<file path="src/rtl/preamble_pkg.sv">
package preamble_pkg;

  // true when window index k (0 = oldest) falls inside one of the four pulses
  function automatic bit in_pulse(int k, int plen, int o0, int o1, int o2, int o3);
    return (k >= o0 && k < o0 + plen) || (k >= o1 && k < o1 + plen) ||
           (k >= o2 && k < o2 + plen) || (k >= o3 && k < o3 + plen);
  endfunction

endpackage

</file>
<file path="src/rtl/sample_history.sv">
module sample_history #(
  parameter int WIN_LEN = 128
) (
  input  logic               clk_i,
  input  logic               rst_ni,
  input  logic               sample_i,
  output logic [WIN_LEN-1:0] hist_o,
  output logic               full_o
);
  localparam int CW = $clog2(WIN_LEN + 1);

  logic [WIN_LEN-1:0] hist_q;
  logic [CW-1:0]      fill_q;

  always_ff @(posedge clk_i or negedge rst_ni) begin
    if (!rst_ni) begin
      hist_q <= '0;
      fill_q <= '0;
    end else begin
      hist_q <= {hist_q[WIN_LEN-2:0], sample_i};
      if (fill_q != CW'(WIN_LEN)) fill_q <= fill_q + 1'b1;
    end
  end

  assign hist_o = hist_q;
  assign full_o = (fill_q == CW'(WIN_LEN));
endmodule

</file>
<file path="src/rtl/template_matcher.sv">
module template_matcher #(
  parameter int WIN_LEN    = 128,
  parameter int PULSE_LEN  = 8,
  parameter int PULSE_OFS0 = 0,
  parameter int PULSE_OFS1 = 16,
  parameter int PULSE_OFS2 = 56,
  parameter int PULSE_OFS3 = 72,
  parameter int MATCH_TOL  = 4
) (
  input  logic [WIN_LEN-1:0] hist_i,
  output logic               hit_o
);
  localparam int CW = $clog2(WIN_LEN + 1);

  logic [WIN_LEN-1:0] tmpl;
  logic [WIN_LEN-1:0] diff;
  logic [CW-1:0]      miss_cnt;

  // oldest sample sits in the MSB of the history
  for (genvar k = 0; k < WIN_LEN; k++) begin : g_tmpl
    assign tmpl[WIN_LEN-1-k] = preamble_pkg::in_pulse(k, PULSE_LEN, PULSE_OFS0,
                                                      PULSE_OFS1, PULSE_OFS2, PULSE_OFS3);
  end

  assign diff = hist_i ^ tmpl;

  always_comb begin
    miss_cnt = '0;
    for (int i = 0; i < WIN_LEN; i++) miss_cnt = miss_cnt + CW'(diff[i]);
  end

  assign hit_o = (miss_cnt <= CW'(MATCH_TOL));
endmodule

</file>
<file path="src/rtl/lockout_gate.sv">
module lockout_gate #(
  parameter int LOCKOUT = 1792
) (
  input  logic clk_i,
  input  logic rst_ni,
  input  logic cand_i,
  output logic fire_o
);
  localparam int LW = $clog2(LOCKOUT + 1);

  logic [LW-1:0] lock_q;

  assign fire_o = cand_i && (lock_q == '0);

  always_ff @(posedge clk_i or negedge rst_ni) begin
    if (!rst_ni)             lock_q <= '0;
    else if (fire_o)         lock_q <= LW'(LOCKOUT);
    else if (lock_q != '0)   lock_q <= lock_q - 1'b1;
  end
endmodule

</file>
<file path="src/rtl/pulse_stretcher.sv">
module pulse_stretcher #(
  parameter int LED_CYCLES = 4096
) (
  input  logic clk_i,
  input  logic rst_ni,
  input  logic trig_i,
  output logic led_o
);
  localparam int SW = $clog2(LED_CYCLES + 1);

  logic [SW-1:0] hold_q;

  always_ff @(posedge clk_i or negedge rst_ni) begin
    if (!rst_ni)            hold_q <= '0;
    else if (trig_i)        hold_q <= SW'(LED_CYCLES);
    else if (hold_q != '0)  hold_q <= hold_q - 1'b1;
  end

  assign led_o = (hold_q != '0);
endmodule

</file>
<file path="src/rtl/preamble_detector.sv">
module preamble_detector #(
  parameter int WIN_LEN    = 128,
  parameter int PULSE_LEN  = 8,
  parameter int PULSE_OFS0 = 0,
  parameter int PULSE_OFS1 = 16,
  parameter int PULSE_OFS2 = 56,
  parameter int PULSE_OFS3 = 72,
  parameter int MATCH_TOL  = 4,
  parameter int LOCKOUT    = 1792,
  parameter int LED_CYCLES = 4096
) (
  input  logic clk_i,
  input  logic rst_ni,
  input  logic sample_i,
  output logic sof_o,
  output logic frame_rst_o,
  output logic led_o
);
  logic [WIN_LEN-1:0] hist;
  logic               hist_full;
  logic               hit;
  logic               fire;

  sample_history #(.WIN_LEN(WIN_LEN)) u_hist (
    .clk_i   (clk_i),
    .rst_ni  (rst_ni),
    .sample_i(sample_i),
    .hist_o  (hist),
    .full_o  (hist_full)
  );

  template_matcher #(
    .WIN_LEN   (WIN_LEN),
    .PULSE_LEN (PULSE_LEN),
    .PULSE_OFS0(PULSE_OFS0),
    .PULSE_OFS1(PULSE_OFS1),
    .PULSE_OFS2(PULSE_OFS2),
    .PULSE_OFS3(PULSE_OFS3),
    .MATCH_TOL (MATCH_TOL)
  ) u_match (
    .hist_i(hist),
    .hit_o (hit)
  );

  lockout_gate #(.LOCKOUT(LOCKOUT)) u_lock (
    .clk_i (clk_i),
    .rst_ni(rst_ni),
    .cand_i(hit && hist_full),
    .fire_o(fire)
  );

  pulse_stretcher #(.LED_CYCLES(LED_CYCLES)) u_led (
    .clk_i (clk_i),
    .rst_ni(rst_ni),
    .trig_i(fire),
    .led_o (led_o)
  );

  assign sof_o       = fire;
  assign frame_rst_o = fire;
endmodule

</file>
<file path="config.mk">
export PLATFORM = sky130hd
export DESIGN_NAME = preamble_detector
export DESIGN_NICKNAME = d
export VERILOG_FILES = /design/src/rtl/preamble_pkg.sv /design/src/rtl/sample_history.sv /design/src/rtl/template_matcher.sv /design/src/rtl/lockout_gate.sv /design/src/rtl/pulse_stretcher.sv /design/src/rtl/preamble_detector.sv
export SDC_FILE = /design/constraint.sdc
export NUM_CORES = 1
export LEC_CHECK = 0
export BUFFER_PORTS_ARGS = -buffer_cell sky130_fd_sc_hd__buf_2
export CORE_MARGIN = 4
export CORE_UTILIZATION = 40
export DETAILED_ROUTE_END_ITERATION = 8
export PLACE_DENSITY = 0.56
export SLEW_MARGIN = 5
export SYNTH_ARGS = -nofsm -noshare
export SYNTH_HDL_FRONTEND = slang
export SYNTH_SLANG_ARGS = --single-unit
</file>
<file path="constraint.sdc">
create_clock -name clk_i -period 9.2 [get_ports clk_i]
set_input_delay 0.46 -clock clk_i [delete_from_list [all_inputs] [get_ports clk_i]]
set_output_delay 0.46 -clock clk_i [all_outputs]
set_load 0.005 [all_outputs]
</file>
### Word-level counts from Yosys, hierarchy flattened

Cells that the tools add are included.

| storage, ports and cells | value |
|---|---|
| register bits | 160 |
| bits of input ports | 3 |
| output and inout bits | 3 |

| cells by class | value |
|---|---|
| add/subtract/negate cells | 130 |
| $lt $le $gt $ge | 1 |
| equal/unequal tests | 2 |
| multiplexer cells | 4 |
| bitwise logic cells | 1 |
| reductions and logical operators | 7 |

Operator list:

| operator | number |
|---|---|
| adder 8 x 1 -> 8 bit | 126 |
| NOT 32 bit | 1 |
| two-way mux 13 bit | 2 |
| two-way mux 11 bit | 2 |
| nonzero test 13 bit | 1 |
| subtractor 13 x 1 -> 13 bit, second input constant | 1 |
| logical NOT 11 bit | 1 |
| nonzero test 11 bit | 1 |
| subtractor 11 x 1 -> 11 bit, second input constant | 1 |
| adder 8 x 1 -> 8 bit, second input constant | 1 |
| equality test 8 bit, second input constant | 1 |
| <= comparator 8 x 3 -> 1 bit, second input constant | 1 |
| inequality test 8 bit, second input constant | 1 |
| nonzero test 2 bit | 2 |
| adder 1 x 1 -> 2 bit | 1 |
| logical AND 1 bit | 2 |

### Depth between registers and ports, before layout

| logic depth | value |
|---|---|
| depth in word-level cells | 131 |
| mapped depth | 27 |
| mapped depth without buffers | 26 |

### Hierarchy

Synthesis repeated with hierarchy kept, for this count alone.

| unflattened totals | value |
|---|---|
| cell total of the unflattened synthesis | 657 |
| area, all modules | 8,526.9 um^2 |

Modules (own cells, without submodules):

| module | times used | cells each | area each (um^2) |
|---|---|---|---|
| sample_history | 1 | 160 | 3,593.4 |
| template_matcher | 1 | 352 | 3,454.6 |
| pulse_stretcher | 1 | 79 | 789.5 |
| lockout_gate | 1 | 64 | 675.6 |
| preamble_detector | 1 | 2 | 13.8 |

### Worst setup path after synthesis

OpenSTA, ideal clock, no wires.

| timing path | value |
|---|---|
| path type | register to output |
| from | register u_hist.hist_q[0] (netlist: u_hist.hist_o[0]) |
| to | output port sof_o |
| arrival | 7,013 ps |
| setup slack | 1,727 ps |
| cell stages (with the launch flop) | 22 |
| buffers on the path | 1 |
| cell sequence | dfrtp_1 -> ha_1 -> inv_1 -> fa_1 -> fa_1 -> inv_1 -> fa_1 -> fa_1 -> fa_1 -> fa_1 -> fa_1 -> fa_1 -> inv_1 -> fa_1 -> fa_1 -> fa_1 -> fa_1 -> xnor2_1 -> nand2_1 -> nand3_1 -> nor3_1 -> buf_4 |

| between the ends | value |
|---|---|
| longest elaborated chain between the ends | 130 |

Ends and longest elaborated chain:

| item | RTL line | source |
|---|---|---|
| start: declaration | sample_history.sv:12 | `logic [WIN_LEN-1:0] hist_q;` |
| start signal: assignment | sample_history.sv:20 | `hist_q <= {hist_q[WIN_LEN-2:0], sample_i};` |
| adder 1 x 1 -> 2 bit | template_matcher.sv:29 | `for (int i = 0; i < WIN_LEN; i++) miss_cnt = miss_cnt + CW'(diff[i]);` |
| adder 8 x 1 -> 8 bit (126 in series) | template_matcher.sv:29 |  |
| <= comparator 8 x 3 -> 1 bit | template_matcher.sv:32 | `assign hit_o = (miss_cnt <= CW'(MATCH_TOL));` |
| logical AND 1 bit | preamble_detector.sv:48 | `.cand_i(hit && hist_full),` |
| logical AND 1 bit | lockout_gate.sv:13 | `assign fire_o = cand_i && (lock_q == '0);` |
| end: declaration | preamble_detector.sv:15 | `output logic sof_o,` |

No other way between the ends.

### Final worst setup path

| timing path | value |
|---|---|
| from | register u_hist.hist_q[0] (netlist: u_hist.hist_o[0]) |
| to | output port frame_rst_o |

| between the ends | value |
|---|---|
| longest elaborated chain between the ends | 130 |

Ends and longest elaborated chain:

| item | RTL line | source |
|---|---|---|
| adder 1 x 1 -> 2 bit | template_matcher.sv:29 |  |
| adder 8 x 1 -> 8 bit (126 in series) | template_matcher.sv:29 |  |
| <= comparator 8 x 3 -> 1 bit | template_matcher.sv:32 |  |
| logical AND 1 bit | preamble_detector.sv:48 |  |
| logical AND 1 bit | lockout_gate.sv:13 |  |
| end: declaration | preamble_detector.sv:16 | `output logic frame_rst_o,` |

No other way between the ends.

==> impl_metrics.toml <==
[final_layout]
num_antenna_cells = 0
fin_nets = 799
syn2layout_area_growth_pct = 10.9
final_cells = 934
design_area_sq_um = 9110
layout-drive-gt1-share_pct = 7.68
fill_cells = 1830

[clocking]
htree_levels = 4
clockRootBuffer = "clkbuf_16"
postCtsSetupBuffers = 0
clock_sinks = 160
cts_buffers = 17
post_cts_resized = 0
cts_hold_buf = 0
clk_pin_slew_ps = 60
clk_latency_ps = 420
cts_tree = "built"
cts_max_path_buffers = 2

[floorplan]
placement_rows = 52
core_area_sq_um = 20200
start_util_pct = 40.6
io_pins = 6
die_h_microns = 151
fp.dieW_microns = 151
die-area_sq_um = 22900

[timing]
setup_viol = 0
max_freq_ghz = 0.123
tightestPinTransition_ps = 864
min_period_over_period_pct = 88.3
maxSlewViolCount = 0
setup_tns_ps = 0
fin_crit_ps = 8130
clock_skew_ps = 5.74
maxSlewHeadroom_pct = 42.4
hold_viol_final = 0
rsz0062_at_grt = "no"

[flow_run]
max-cap-violations = 0

[place]
gp_congestion = 0.778
dpl.hpwl_microns = 10700
portBuffers = 5
post-place-cells = 902
placed_area_sq_um = 8560

[routing]
routedWlPerCell_microns = 14.6
viasPerCell = 4.37
drt.antenna.violating_nets = 0
via_count = 4084
drt_iter0_drc = 174
finalWirelength_microns = 13700
first_pass_iters = 4
route.detailed.drc = 0

[yosys]
synth-edff-count = 0
synth_area_per_cell_sq_um = 13.1
ys_seq_elements = 160
synth_compound_area_share_pct = 1.42
synth_cell_type_count = 39
synth_top_area_share_pct = 48.8
synth_area_leaders = "dfrtp_1 (49%), fa_1 (28%), inv_1 (9.2%)"
synth_xor_area_share_pct = 2.03
synth_fa_ha_area_share_pct = 32.6
synthArstFlopShare_pct = 100
synthMuxAreaShare_pct = 0.274
synthSimpleGateAreaFrac_pct = 5.43
syn-num-nets = 777
synthTopCellsByCount = "inv_1 (201), dfrtp_1 (160), fa_1 (115)"
synth_area_leader_cell = "dfrtp_1"
syn-cell-area_sq_um = 8210
yosysWarnings = 0
synth_flop_cell = "dfrtp_1"
yosys.cell_count.top_type = "inv_1"
synth_top_family_by_area = "adder cells"
syn_inst = 629
ys_seq_area_share_pct = 48.8

[setup_path]
crit_path_start_kind = "flip-flop"
cp_num_buf_inv = 7
required_ps = 8740
critPathCaptureType = "output pin"
cp_max_fo = 2
crit_arrival_ps = 7670
cpPeakStageDelay_ps = 550
crit_top_cell = "fa_1"
worstSetupPathType = "reg -> out"
cpMaxStageDelayCell = "fa_1"
crit_chain = "ha_1 -> inv_1 -> fa_1 -> fa_1 -> inv_1 -> fa_1 -> inv_1 -> fa_1 -> fa_1 -> fa_1 -> inv_1 -> fa_1 -> fa_1 -> inv_1 -> fa_1 -> inv_1 -> ha_1 -> ha_1 -> or4_1 -> nor2_1 -> nand3_1 -> nor3_1 -> buf_2"
crit_family = "adder cells"

[power_and_ir_drop]
power_uw = 3310
peakVddDrop_mv = 0.481
leakage_uw = 0.00464
p_per_area_nw_per_um2 = 364

[global_route]
grt_pass1_vias = 4595
overflow = 0
grt_use_total_pct = 13.9
grt_max_degree = 91
antenna_found_initial = 0
grt_pass1_wl_microns = 23900

[min_path]
worst_hold_path_type = "in -> async"

[run_status]
status = "finished clean"
routing by layer:
metal  vias to the layer above  global-route usage (%)  share of wire, %
li1                       1879                       -                 -
met1                      2155                    18.8                45
met3                         8                    3.53               3.5
met5                         -                       0                 0
met2                        42                    22.2                51
met4                         0                    4.35               1.0
path summary, 6_finish.rpt:
path	start	end	slack [ps]	cells after the start
setup / recovery	u_hist.hist_o[0]	frame_rst_o	1070	23
setup reg to reg	u_hist.hist_o[0]	u_led.hold_q[2]	1570	23
hold reg to reg	u_hist.hist_o[26]	u_hist.hist_o[27]	370	0
min in group clk_i	sample_i	u_hist.hist_o[0]	150	1
max in group asynchronous	rst_ni	u_hist.hist_o[90]	7680	2
hold / removal	rst_ni	u_hist.fill_q[7]	100	1
cells by family (layout without fill, tap and decap cells):
kind of cell | after synthesis | in the layout
adders and majority gates | 145 | 145
buffers and inverters | 204 | 239
AOI/OAI and AO/OA | 18 | 18
and+or+nand+nor | 81 | 81
xor gates and xnor gates | 19 | 19
DFF | 160 | 160
muxes | 2 | 2
final cells by class:
cell class                 count  area [sq um]  area share, %
sequential                   160          4000           44.0
multi-input combinational    265          3430           37.6
inverter                     201           754           8.28
clock buffer                  18           439           4.82
tap                          270           338           3.71
clock inverter                14           105           1.15
timing repair buffer           6          38.8          0.426
worst reg2reg max path, cell delays in order, from the launching register on:
cell	delay, ps
dfrtp_1	380
ha_1	290
inv_1	70
fa_1	430
fa_1	520
inv_1	50
fa_1	380
inv_1	80
fa_1	460
fa_1	530
fa_1	450
inv_1	90
fa_1	440
fa_1	550
inv_1	60
fa_1	530
inv_1	40
ha_1	300
ha_1	230
or4_1	520
nor2_1	290
nand3_1	240
nor3_4	460
nor2_1	110
sequential cells by signal, indices dropped and copies added, names as in the netlist:
register       count
u_led.hold_q      13
u_lock.lock_q     11
u_hist.hist_o    128
u_hist.fill_q      8
through the flow:
stage | util, % | hold slack (ps) | worst slack (ps)
floorplan | - | 164 | 1730
global placement | 42.3 | 358 | 1600
detailed placement | 42.3 | 361 | 1490
CTS | 45.0 | 126 | 1010
global route | 45.0 | 129 | 617
finish | 45.0 | 101 | 1070
where the power goes:
| part | total (uW) | internal (uW) | switching, uW |
|---|---|---|---|
| sequential | 723 | 715 | 8.23 |
| combinational | 1940 | 828 | 1110 |
| clock | 653 | 356 | 297 |
| total | 3310 | 1900 | 1420 |
cells in the final DEF (no fill, tap or decap), drive strengths merged, types with 7 or more instances in the layout:
master	synthesis	routed
clkbuf	1	18
dfrtp	160	160
fa	115	115
ha	30	30
inv	201	207
nand2	13	13
nand3	9	9
nor2	20	20
nor3	11	11
xnor2	12	12
xor2	7	7
Power figures use the tool's default switching activity.
